### src/rtl/ow_pkg.sv
package ow_pkg;
  localparam int unsigned OW_UNIT_W = 10;

  typedef struct packed {
    logic [OW_UNIT_W-1:0] pulse;
    logic [OW_UNIT_W-1:0] sample;
  } ow_slot_t;
endpackage

### src/rtl/ow_tick_gen.sv
module ow_tick_gen #(
  parameter int unsigned DIV = 125
) (
  input  logic clk,
  input  logic rst_n,
  input  logic restart,
  input  logic en,
  output logic tick
);
  localparam int unsigned CW = (DIV > 2) ? $clog2(DIV) : 1;

  logic [CW-1:0] cnt;

  assign tick = en && (cnt == CW'(DIV - 1));

  always_ff @(posedge clk) begin
    if (!rst_n) begin
      cnt <= '0;
    end else if (restart) begin
      cnt <= '0;
    end else if (en) begin
      if (cnt == CW'(DIV - 1)) cnt <= '0;
      else                     cnt <= cnt + 1'b1;
    end
  end

  a_r1_tick_gap: assert property (@(posedge clk) disable iff (!rst_n)
    tick |=> !tick);
endmodule

### src/rtl/ow_slot_engine.sv
module ow_slot_engine
  import ow_pkg::*;
(
  input  logic     clk,
  input  logic     rst_n,
  input  logic     start,
  input  ow_slot_t slot,
  input  logic     tick,
  input  logic     line_in,
  output logic     busy,
  output logic     drive_low,
  output logic     done,
  output logic     bit_q,
  output logic     fin
);
  logic [1:0]           sync;
  logic [OW_UNIT_W-1:0] ucnt, nxt;
  logic [OW_UNIT_W-1:0] pulse_q, samp_q, len_q;
  logic [OW_UNIT_W-1:0] samp_eff, len_eff;

  always_comb begin
    samp_eff = (slot.sample == '0) ? OW_UNIT_W'(1) : slot.sample;
    len_eff  = (slot.pulse > samp_eff) ? slot.pulse : samp_eff;
    nxt      = ucnt + 1'b1;
  end

  always_ff @(posedge clk) begin
    if (!rst_n) begin
      sync      <= 2'b11;
      ucnt      <= '0;
      pulse_q   <= '0;
      samp_q    <= '0;
      len_q     <= '0;
      busy      <= 1'b0;
      drive_low <= 1'b0;
      done      <= 1'b0;
      bit_q     <= 1'b0;
      fin       <= 1'b0;
    end else begin
      sync <= {sync[0], line_in};
      fin  <= 1'b0;
      if (start && !busy) begin
        busy      <= 1'b1;
        done      <= 1'b0;
        ucnt      <= '0;
        pulse_q   <= slot.pulse;
        samp_q    <= samp_eff;
        len_q     <= len_eff;
        drive_low <= (slot.pulse != '0);
      end else if (busy && tick) begin
        ucnt <= nxt;
        if (nxt == pulse_q) drive_low <= 1'b0;
        if (nxt == samp_q)  bit_q     <= sync[1];
        if (nxt == len_q) begin
          busy <= 1'b0;
          done <= 1'b1;
          fin  <= 1'b1;
        end
      end
    end
  end

  a_r2_drive_in_slot: assert property (@(posedge clk) disable iff (!rst_n)
    drive_low |-> busy);
  a_r4_end_flags: assert property (@(posedge clk) disable iff (!rst_n)
    $fell(busy) |-> (fin && done));
  a_r4_done_idle: assert property (@(posedge clk) disable iff (!rst_n)
    busy |-> !done);
endmodule

### src/rtl/ow_byte_seq.sv
module ow_byte_seq
  import ow_pkg::*;
#(
  parameter int unsigned T_W1_PULSE  = 6,
  parameter int unsigned T_W1_SAMPLE = 110,
  parameter int unsigned T_W0_PULSE  = 80,
  parameter int unsigned T_W0_SAMPLE = 30,
  parameter int unsigned T_RD_PULSE  = 6,
  parameter int unsigned T_RD_SAMPLE = 13,
  parameter int unsigned T_RC_SAMPLE = 100,
  parameter int unsigned BYTE_W      = 8
) (
  input  logic              clk,
  input  logic              rst_n,
  input  logic              bq_valid,
  output logic              bq_ready,
  input  logic              bq_write,
  input  logic [BYTE_W-1:0] bq_data,
  output logic              br_valid,
  input  logic              br_ready,
  output logic [BYTE_W-1:0] br_data,
  input  logic              eng_busy,
  input  logic              eng_fin,
  input  logic              eng_bit,
  output logic              req,
  output ow_slot_t          slot,
  output logic              idle
);
  localparam int unsigned BCW = $clog2(BYTE_W);

  typedef enum logic [1:0] {S_IDLE, S_ISSUE, S_WAIT, S_RESULT} seq_state_e;

  seq_state_e        state;
  logic              is_write;
  logic              phase;
  logic [BCW-1:0]    bitcnt;
  logic [BYTE_W-1:0] shreg;
  logic              last_bit;

  assign idle     = (state == S_IDLE);
  assign req      = (state == S_ISSUE);
  assign bq_ready = idle && !eng_busy;
  assign br_valid = (state == S_RESULT);
  assign br_data  = shreg;
  assign last_bit = (bitcnt == BCW'(BYTE_W - 1));

  always_comb begin
    if (is_write) begin
      slot.pulse  = shreg[0] ? OW_UNIT_W'(T_W1_PULSE)  : OW_UNIT_W'(T_W0_PULSE);
      slot.sample = shreg[0] ? OW_UNIT_W'(T_W1_SAMPLE) : OW_UNIT_W'(T_W0_SAMPLE);
    end else if (phase) begin
      slot.pulse  = '0;
      slot.sample = OW_UNIT_W'(T_RC_SAMPLE);
    end else begin
      slot.pulse  = OW_UNIT_W'(T_RD_PULSE);
      slot.sample = OW_UNIT_W'(T_RD_SAMPLE);
    end
  end

  always_ff @(posedge clk) begin
    if (!rst_n) begin
      state    <= S_IDLE;
      is_write <= 1'b0;
      phase    <= 1'b0;
      bitcnt   <= '0;
      shreg    <= '0;
    end else begin
      case (state)
        S_IDLE: if (bq_valid && bq_ready) begin
          is_write <= bq_write;
          shreg    <= bq_write ? bq_data : '0;
          phase    <= 1'b0;
          bitcnt   <= '0;
          state    <= S_ISSUE;
        end
        S_ISSUE: if (!eng_busy) state <= S_WAIT;
        S_WAIT: if (eng_fin) begin
          if (is_write) begin
            shreg <= shreg >> 1;
            if (last_bit) state <= S_IDLE;
            else begin
              bitcnt <= bitcnt + 1'b1;
              state  <= S_ISSUE;
            end
          end else if (!phase) begin
            shreg <= {eng_bit, shreg[BYTE_W-1:1]};
            phase <= 1'b1;
            state <= S_ISSUE;
          end else begin
            phase <= 1'b0;
            if (last_bit) state <= S_RESULT;
            else begin
              bitcnt <= bitcnt + 1'b1;
              state  <= S_ISSUE;
            end
          end
        end
        S_RESULT: if (br_ready) state <= S_IDLE;
        default: state <= S_IDLE;
      endcase
    end
  end

  a_r8_result_hold: assert property (@(posedge clk) disable iff (!rst_n)
    (br_valid && !br_ready) |=> (br_valid && $stable(br_data)));
  a_r8_ready_no_result: assert property (@(posedge clk) disable iff (!rst_n)
    bq_ready |-> !br_valid);
endmodule

### src/rtl/ow_master.sv
module ow_master
  import ow_pkg::*;
#(
  parameter int unsigned CLK_HZ      = 125_000_000,
  parameter int unsigned UNIT_HZ     = 1_000_000,
  parameter int unsigned CMD_W       = 32,
  parameter int unsigned SAMPLE_LSB  = 2,
  parameter int unsigned T_W1_PULSE  = 6,
  parameter int unsigned T_W1_SAMPLE = 110,
  parameter int unsigned T_W0_PULSE  = 80,
  parameter int unsigned T_W0_SAMPLE = 30,
  parameter int unsigned T_RD_PULSE  = 6,
  parameter int unsigned T_RD_SAMPLE = 13,
  parameter int unsigned T_RC_SAMPLE = 100
) (
  input  logic             clk,
  input  logic             rst_n,
  input  logic             cmd_we,
  input  logic [CMD_W-1:0] cmd_word,
  output logic [1:0]       status,
  input  logic             bq_valid,
  output logic             bq_ready,
  input  logic             bq_write,
  input  logic [7:0]       bq_data,
  output logic             br_valid,
  input  logic             br_ready,
  output logic [7:0]       br_data,
  input  logic             ow_in,
  output logic             ow_drive_low
);
  localparam int unsigned DIV       = CLK_HZ / UNIT_HZ;
  localparam int unsigned PULSE_LSB = SAMPLE_LSB + OW_UNIT_W;
  localparam int unsigned FIELD_TOP = PULSE_LSB + OW_UNIT_W;

  ow_slot_t host_slot, seq_slot, eng_slot;
  logic     eng_busy, eng_done, eng_bit, eng_fin, eng_start, tick;
  logic     seq_req, seq_idle, host_start;
  logic     unused_cmd_bits;

  assign host_slot.pulse  = cmd_word[PULSE_LSB +: OW_UNIT_W];
  assign host_slot.sample = cmd_word[SAMPLE_LSB +: OW_UNIT_W];
  assign unused_cmd_bits  = ^{cmd_word[CMD_W-1:FIELD_TOP], cmd_word[SAMPLE_LSB-1:0]};

  assign host_start = cmd_we && !eng_busy && seq_idle;
  assign eng_start  = seq_req ? !eng_busy : host_start;
  assign eng_slot   = seq_req ? seq_slot : host_slot;
  assign status     = {eng_done, eng_bit};

  ow_tick_gen #(.DIV(DIV)) u_tick (
    .clk     (clk),
    .rst_n   (rst_n),
    .restart (eng_start),
    .en      (eng_busy),
    .tick    (tick)
  );

  ow_slot_engine u_slot (
    .clk       (clk),
    .rst_n     (rst_n),
    .start     (eng_start),
    .slot      (eng_slot),
    .tick      (tick),
    .line_in   (ow_in),
    .busy      (eng_busy),
    .drive_low (ow_drive_low),
    .done      (eng_done),
    .bit_q     (eng_bit),
    .fin       (eng_fin)
  );

  ow_byte_seq #(
    .T_W1_PULSE (T_W1_PULSE),  .T_W1_SAMPLE(T_W1_SAMPLE),
    .T_W0_PULSE (T_W0_PULSE),  .T_W0_SAMPLE(T_W0_SAMPLE),
    .T_RD_PULSE (T_RD_PULSE),  .T_RD_SAMPLE(T_RD_SAMPLE),
    .T_RC_SAMPLE(T_RC_SAMPLE), .BYTE_W(8)
  ) u_seq (
    .clk      (clk),
    .rst_n    (rst_n),
    .bq_valid (bq_valid),
    .bq_ready (bq_ready),
    .bq_write (bq_write),
    .bq_data  (bq_data),
    .br_valid (br_valid),
    .br_ready (br_ready),
    .br_data  (br_data),
    .eng_busy (eng_busy),
    .eng_fin  (eng_fin),
    .eng_bit  (eng_bit),
    .req      (seq_req),
    .slot     (seq_slot),
    .idle     (seq_idle)
  );

  a_r5_no_restart: assert property (@(posedge clk) disable iff (!rst_n)
    eng_busy |-> !eng_start);
  a_r5_seq_excludes_host: assert property (@(posedge clk) disable iff (!rst_n)
    (cmd_we && !seq_idle) |=> $stable(status) || !$past(eng_busy) || eng_done);
endmodule

### config.mk
export PLATFORM = sky130hd
export DESIGN_NAME = ow_master
export DESIGN_NICKNAME = d
export VERILOG_FILES = /design/src/rtl/ow_pkg.sv /design/src/rtl/ow_tick_gen.sv /design/src/rtl/ow_slot_engine.sv /design/src/rtl/ow_byte_seq.sv /design/src/rtl/ow_master.sv
export SDC_FILE = /design/constraint.sdc
export NUM_CORES = 1
export LEC_CHECK = 0
export BUFFER_PORTS_ARGS = -buffer_cell sky130_fd_sc_hd__buf_2
export CAP_MARGIN = 20
export CELL_PAD_IN_SITES_DETAIL_PLACEMENT = 1
export CELL_PAD_IN_SITES_GLOBAL_PLACEMENT = 1
export CORE_MARGIN = 5
export CORE_UTILIZATION = 30
export CTS_BUF_LIST = sky130_fd_sc_hd__clkbuf_16
export CTS_CLUSTER_SIZE = 12
export DETAILED_ROUTE_END_ITERATION = 10
export PLACE_DENSITY_LB_ADDON = 0.1
export SLEW_MARGIN = 5
export SYNTH_ARGS = -nofsm -noshare
export SYNTH_HDL_FRONTEND = slang
export SYNTH_SLANG_ARGS = --single-unit
### constraint.sdc
create_clock -name clk -period 3.45 [get_ports clk]
set_clock_uncertainty 0.15 [all_clocks]
set_input_delay 0.345 -clock clk [delete_from_list [all_inputs] [get_ports clk]]
set_output_delay 0.345 -clock clk [all_outputs]
set_load 0.02 [all_outputs]
Word-level counts from Yosys, hierarchy flattened
Index checks and enable logic that the tools add are counted.
{"block": "word_totals", "regBits": 69, "out_inout_bits": 13, "wordCells": 107, "input_bits": 47}
{"block": "op_classes", "addsub": 3, "n_mux": 42, "n_reduce_logical": 27, "eq_ne": 15, "order_cmp": 1, "bitwise_logic": 3}
{"cell": "$mux W20", "count": 2}
{"cell": "$mux W8", "count": 5}
{"cell": "$eq A10 B10 Y1", "count": 3}
{"cell": "$mux W7", "count": 3}
{"cell": "$mux W10", "count": 2}
{"cell": "$pmux W8 S2", "count": 1}
{"cell": "$reduce_and A4 Y1", "count": 4}
{"cell": "$mux W3", "count": 5}
{"cell": "$mux W2", "count": 7}
{"cell": "$mux W1", "count": 13}
{"cell": "$mux W13", "count": 1}
{"cell": "$add A10 B1 Y10 const B", "count": 1}
{"cell": "$gt A10 B10 Y1", "count": 1}
{"cell": "$logic_not A10 Y1", "count": 1}
{"cell": "$reduce_bool A10 Y1", "count": 1}
{"cell": "$pmux W2 S4", "count": 1}
{"cell": "$reduce_and A2 Y1", "count": 4}
{"cell": "$reduce_bool A2 Y1", "count": 4}
{"cell": "$add A7 B1 Y7 const B", "count": 1}
{"cell": "$eq A7 B7 Y1 const B", "count": 1}
{"cell": "$logic_and A1 B1 Y1", "count": 7}
{"cell": "$ne A2 B2 Y1 const B", "count": 3}
{"cell": "$pmux W3 S2", "count": 1}
{"cell": "$eq A2 B2 Y1 const B", "count": 2}
{"cell": "other kinds (13)", "count": 17}

Logic depth before layout (Yosys ltp)
{"block": "depth", "depth_word": 7, "mapped_depth": 14, "mapped_depth_nobuf": 11}

Hierarchy
Synthesis repeated with hierarchy kept, for this count alone.
{"block": "hier_totals", "cells_unflattened": 511, "area_unflattened_um2": 4381.7}
{"mod": "ow_slot_engine", "n_inst": 1, "seq_area_each_um2": 940.9, "cells_each": 319, "area_each_um2": 2677.6}
{"mod": "ow_byte_seq", "n_inst": 1, "seq_area_each_um2": 300.3, "cells_each": 120, "area_each_um2": 975.9}
{"mod": "ow_tick_gen", "n_inst": 1, "seq_area_each_um2": 140.1, "cells_each": 46, "area_each_um2": 385.4}
{"mod": "ow_master", "n_inst": 1, "seq_area_each_um2": 0.0, "cells_each": 26, "area_each_um2": 342.8}

Worst setup path after synthesis
No wires, ideal clock.
{"block": "synth_timing", "kind": "reg2reg", "start": "register u_seq.shreg[0] (netlist: u_seq.br_data[0])", "end": "register u_slot.len_q[7]", "stages_incl_launch_ff": 13, "setup_slack_ps": 607, "path_buffers": 1, "setup_time_ps": 70, "arrival_time_ps": 2623, "t_required_ps": 3230, "synth_period_minus_slack_ps": 2843, "path_cell_list": "dfxtp_1 > and4bb_2 > a21oi_2 > nand4_1 > o31ai_2 > ha_1 > nor2b_1 > o21ai_0 > a31o_2 > a21o_1 > buf_2 > mux2_2 > a21oi_1"}
{"block": "synth_via", "elab_chain_cells": 7, "elab_cells_between_ends": 8, "cone_classes": "order compare (1); mux (6); reduce/logical (1)"}
{"item": "start: declaration", "line": "ow_byte_seq.sv:37", "text": "logic [BYTE_W-1:0] shreg;"}
{"item": "start signal: assignment", "line": "ow_byte_seq.sv:71", "text": "shreg <= bq_write ? bq_data : '0;"}
{"item": "start signal: assignment", "line": "ow_byte_seq.sv:79", "text": "shreg <= shreg >> 1;"}
{"item": "start signal: assignment", "line": "ow_byte_seq.sv:86", "text": "shreg <= {eng_bit, shreg[BYTE_W-1:1]};"}
{"item": "$mux W7", "line": "ow_byte_seq.sv:50", "text": "slot.sample = shreg[0] ? OW_UNIT_W'(T_W1_SAMPLE) : OW_UNIT_W'(T_W0_SAMPLE);"}
{"item": "$mux W20", "line": "ow_byte_seq.sv:48", "text": "if (is_write) begin"}
{"item": "$mux W20", "line": "ow_master.sv:46", "text": "assign eng_slot = seq_req ? seq_slot : host_slot;"}
{"item": "$logic_not A10 Y1", "line": "ow_slot_engine.sv:22", "text": "samp_eff = (slot.sample == '0) ? OW_UNIT_W'(1) : slot.sample;"}
{"item": "$mux W10", "line": "ow_slot_engine.sv:22"}
{"item": "net u_slot.samp_eff[0]", "line": "ow_slot_engine.sv:19", "text": "logic [OW_UNIT_W-1:0] samp_eff, len_eff;"}
{"item": "$gt A10 B10 Y1", "line": "ow_slot_engine.sv:23", "text": "len_eff = (slot.pulse > samp_eff) ? slot.pulse : samp_eff;"}
{"item": "$mux W10", "line": "ow_slot_engine.sv:23"}
{"item": "end signal: assignment", "line": "ow_slot_engine.sv:48", "text": "len_q <= len_eff;"}
{"item": "end: declaration", "line": "ow_slot_engine.sv:18", "text": "logic [OW_UNIT_W-1:0] pulse_q, samp_q, len_q;"}
The timed path passes the listed nets, and every way through them passes these cells.
A chain may end at the register's enable or synchronous reset.

==> qor.txt <==
Status = complete, no violations
Worst-path clk slew = 0.06 ns
CP Capture Type = flop
Clock latency on the worst-skew pair = 0.34 ns
PortBufs = 47
Count of final hold-check violations = 0
Post-route DRC violation count = 0
Syn_area_per_cell = 8.57 sq um
Core Region = 14400 sq um
Count leader, synth = dfxtp_1
Io pins = 60
GRT Overall Usage = 15.7%
Max_slew headroom = 57.9%
Ant diodes = 0
RSZ-0062 raised after global routing = no
Post-CTS Repair Setup Buffers = 0
Die Ht = 130 microns
Critical-path top delay cell = a21o_1
Sink Count = 69
Post-DR vias/cell = 5.02
IR drop worst, VDD = 0.228 mV
DR vias = 3673
Fin Hold WS = 0.0389 ns
Resized cells post-CTS = 0
ANT nets after route = 0
Worst slew pin tran = 0.631 ns
Worst min path class = in2reg
Post-synth EDFFs = 0
Post-synth top flop = dfxtp_1
Cells after Synth = 506
Min Tclk post-route = 3.20 ns
Worst Path Required = 3.50 ns
Global route total overflow = 0
Async S/R FF share, synth = 0%
Yosys warning total = 0
R2R depth = 12
Synth cell count leaders = 69 x dfxtp_1, 60 x nand2_1, 39 x nor2_1
CTS max path bufs = 2
Die area = 17000 sq um
Final instance area = 4990 sq um
Syn_nets = 568
Power, Total = 2430 uW
Synth unique cells = 73
Worst R2R Setup Slack = 0.25 ns
Final worst-path cycle share = 92.8%
Setup crit start kind = flop
Finished Core Util = 34.8%
Global Route met2 Usage = 25.5%
GR Layer Usage met3 = 3.03%
Synth Register Bits = 69
Slew Limit Fails = 0
Crit path capture = u_slot.len_q[0]
Crit path max fanout = 10
Critical path depth in cells = 12
Power Density = 487 nW/um^2
Sequential area share after synthesis = 31.9%
CP max stage delay = 0.38 ns
Largest delay share family, worst path = compound AO/OA/AOI/OAI gates
Final GP Congestion = 0.846
Vias in the first global route = 3847
Most area-consuming cells after synthesis = dfxtp_1 32%, nand2_1 5.2%, ha_1 4.3%
Crit Path Class = reg2reg
Max-Cap Viols = 0
Cell taking the most area after synthesis = dfxtp_1
Reg2reg end = u_slot.len_q[0]
Fmax = 312 MHz
Post-Place Cell Area = 4700 sq um
Bufs and invs on worst path = 3
CP startpoint = u_seq.state[1]
Total Nets Final = 604
Layout area overhead = 15.2%
Dpl hpwl = 9.76 mm
Critical path arrival = 3.25 ns
Top cell type's share of synthesized area = 31.9%
Iteration-0 DRC Markers = 121
Crit-path cells = nand2b_1 > buf_4 > a21oi_1 > inv_1 > ha_1 > and4_1 > o21ai_0 > a31o_2 > a21o_1 > buf_4 > mux2i_1 > a21oi_1
Initial Util = 30.2%
TritonCTS Buffers = 9
Fillers = 1729
Final setup viols = 0
Layout cells sized above 1 = 19.7%
Initial antenna violation count = 0
TritonCTS clock tree = yes
Root Buffer = clkbuf_16
Drt wl/cell = 17.3 microns
Setup_tns = 0 ns
Met1 Use GR = 20.9%
Final Routed Wirelength = 12.6 mm
Std cell rows = 44
Cts hold-fix bufs = 0
Largest net degree at the start of global routing = 52
Critical R2R Launch = u_seq.state[1]
GRT busiest layer = met2
Die W = 130 microns
Drt pass-1 iters = 4
First-pass GRT wire length = 20.7 mm
Cell area after synthesis = 4330 sq um
Leakage = 0.00207 uW
H-tree depth = 3
-- layout make-up --
type / instances / area [sq um] / area share [%]
clock buffers: 9 / 225 / 4.51
clock inverters: 7 / 65.1 / 1.30
inverters: 16 / 60.1 / 1.20
multi-input cells: 382 / 2670 / 53.4
flip-flops and latches: 69 / 1380 / 27.7
well taps: 184 / 230 / 4.61
repair buffers: 64 / 363 / 7.27
-- cells by family after synthesis --
logic type	after synthesis	synth area share [%]
adders and majority gates	16	4.56
buffers and inverters	55	6.55
xor gates and xnor gates	43	11.3
DFF	69	31.9
AOI/OAI and AO/OA	110	18.3
muxes	13	3.15
and+or+nand+nor	200	24.3
-- worst register-to-register path, stage by stage (launching register included) --
cell and delay, ns:
dfxtp_1 0.35, nand2b_1 0.30, buf_4 0.24, a21oi_1 0.26, inv_1 0.08, ha_1 0.32, and4_1 0.22, o21ai_0 0.10
a31o_2 0.18, a21o_1 0.38, buf_4 0.21, mux2i_1 0.18, a21oi_1 0.09
-- per-stage QoR --
step	cells	setup WS [ns]
final	731	0.250
after global routing	731	0.0178
after CTS	731	0.220
after detailed placement	715	0.217
after global placement	715	0.274
after floorplan	506	0.607
-- where the power goes --
part | internal (uW) | switching, uW
Sequential | 868 | 64.8
Combinational | 246 | 319
Clock | 556 | 376
-- routing by layer --
metal / share of wire (%) / vias up
li1: - / 1842
met1: 49 / 1776
met2: 47 / 42
met3: 2.5 / 13
met4: 1.5 / 0
met5: 0 / -
-- state kept, by name (all words and copies together), names as in the netlist, 3 cells and up --
register        count
u_slot.samp_q      10
u_slot.len_q       10
u_seq.bitcnt        3
u_seq.br_data       8
u_slot.ucnt        10
u_slot.pulse_q     10
u_tick.cnt          7
-- worst min-delay path by stage --
stage / from / endpoint / slack, ns / cells after the start
after CTS: ow_in / u_slot.sync[0] / 0.02 / 2
after global placement: u_slot.sync[0] / u_slot.sync[1] / 0.25 / 1
after global routing: ow_in / u_slot.sync[0] / 0.04 / 2
after detailed placement: u_slot.sync[0] / u_slot.sync[1] / 0.25 / 1
final: ow_in / u_slot.sync[0] / 0.04 / 2
after floorplan: u_slot.sync[0] / u_slot.sync[1] / 0.24 / 1
-- cell usage in the layout, fill, tap and decap left out, drive strengths merged, types with 11 or more instances in the layout --
cell type,Yosys,final
nand3,30,30
inv,16,17
dfxtp,69,69
o21ai,28,28
ha,15,15
xnor2,19,19
o211a,11,11
a21oi,18,18
nand4,14,14
buf,21,64
and2,11,11
xor2,16,16
nor2,40,40
a21boi,18,18
nand2,60,60
Power figures use the tool's default switching activity.
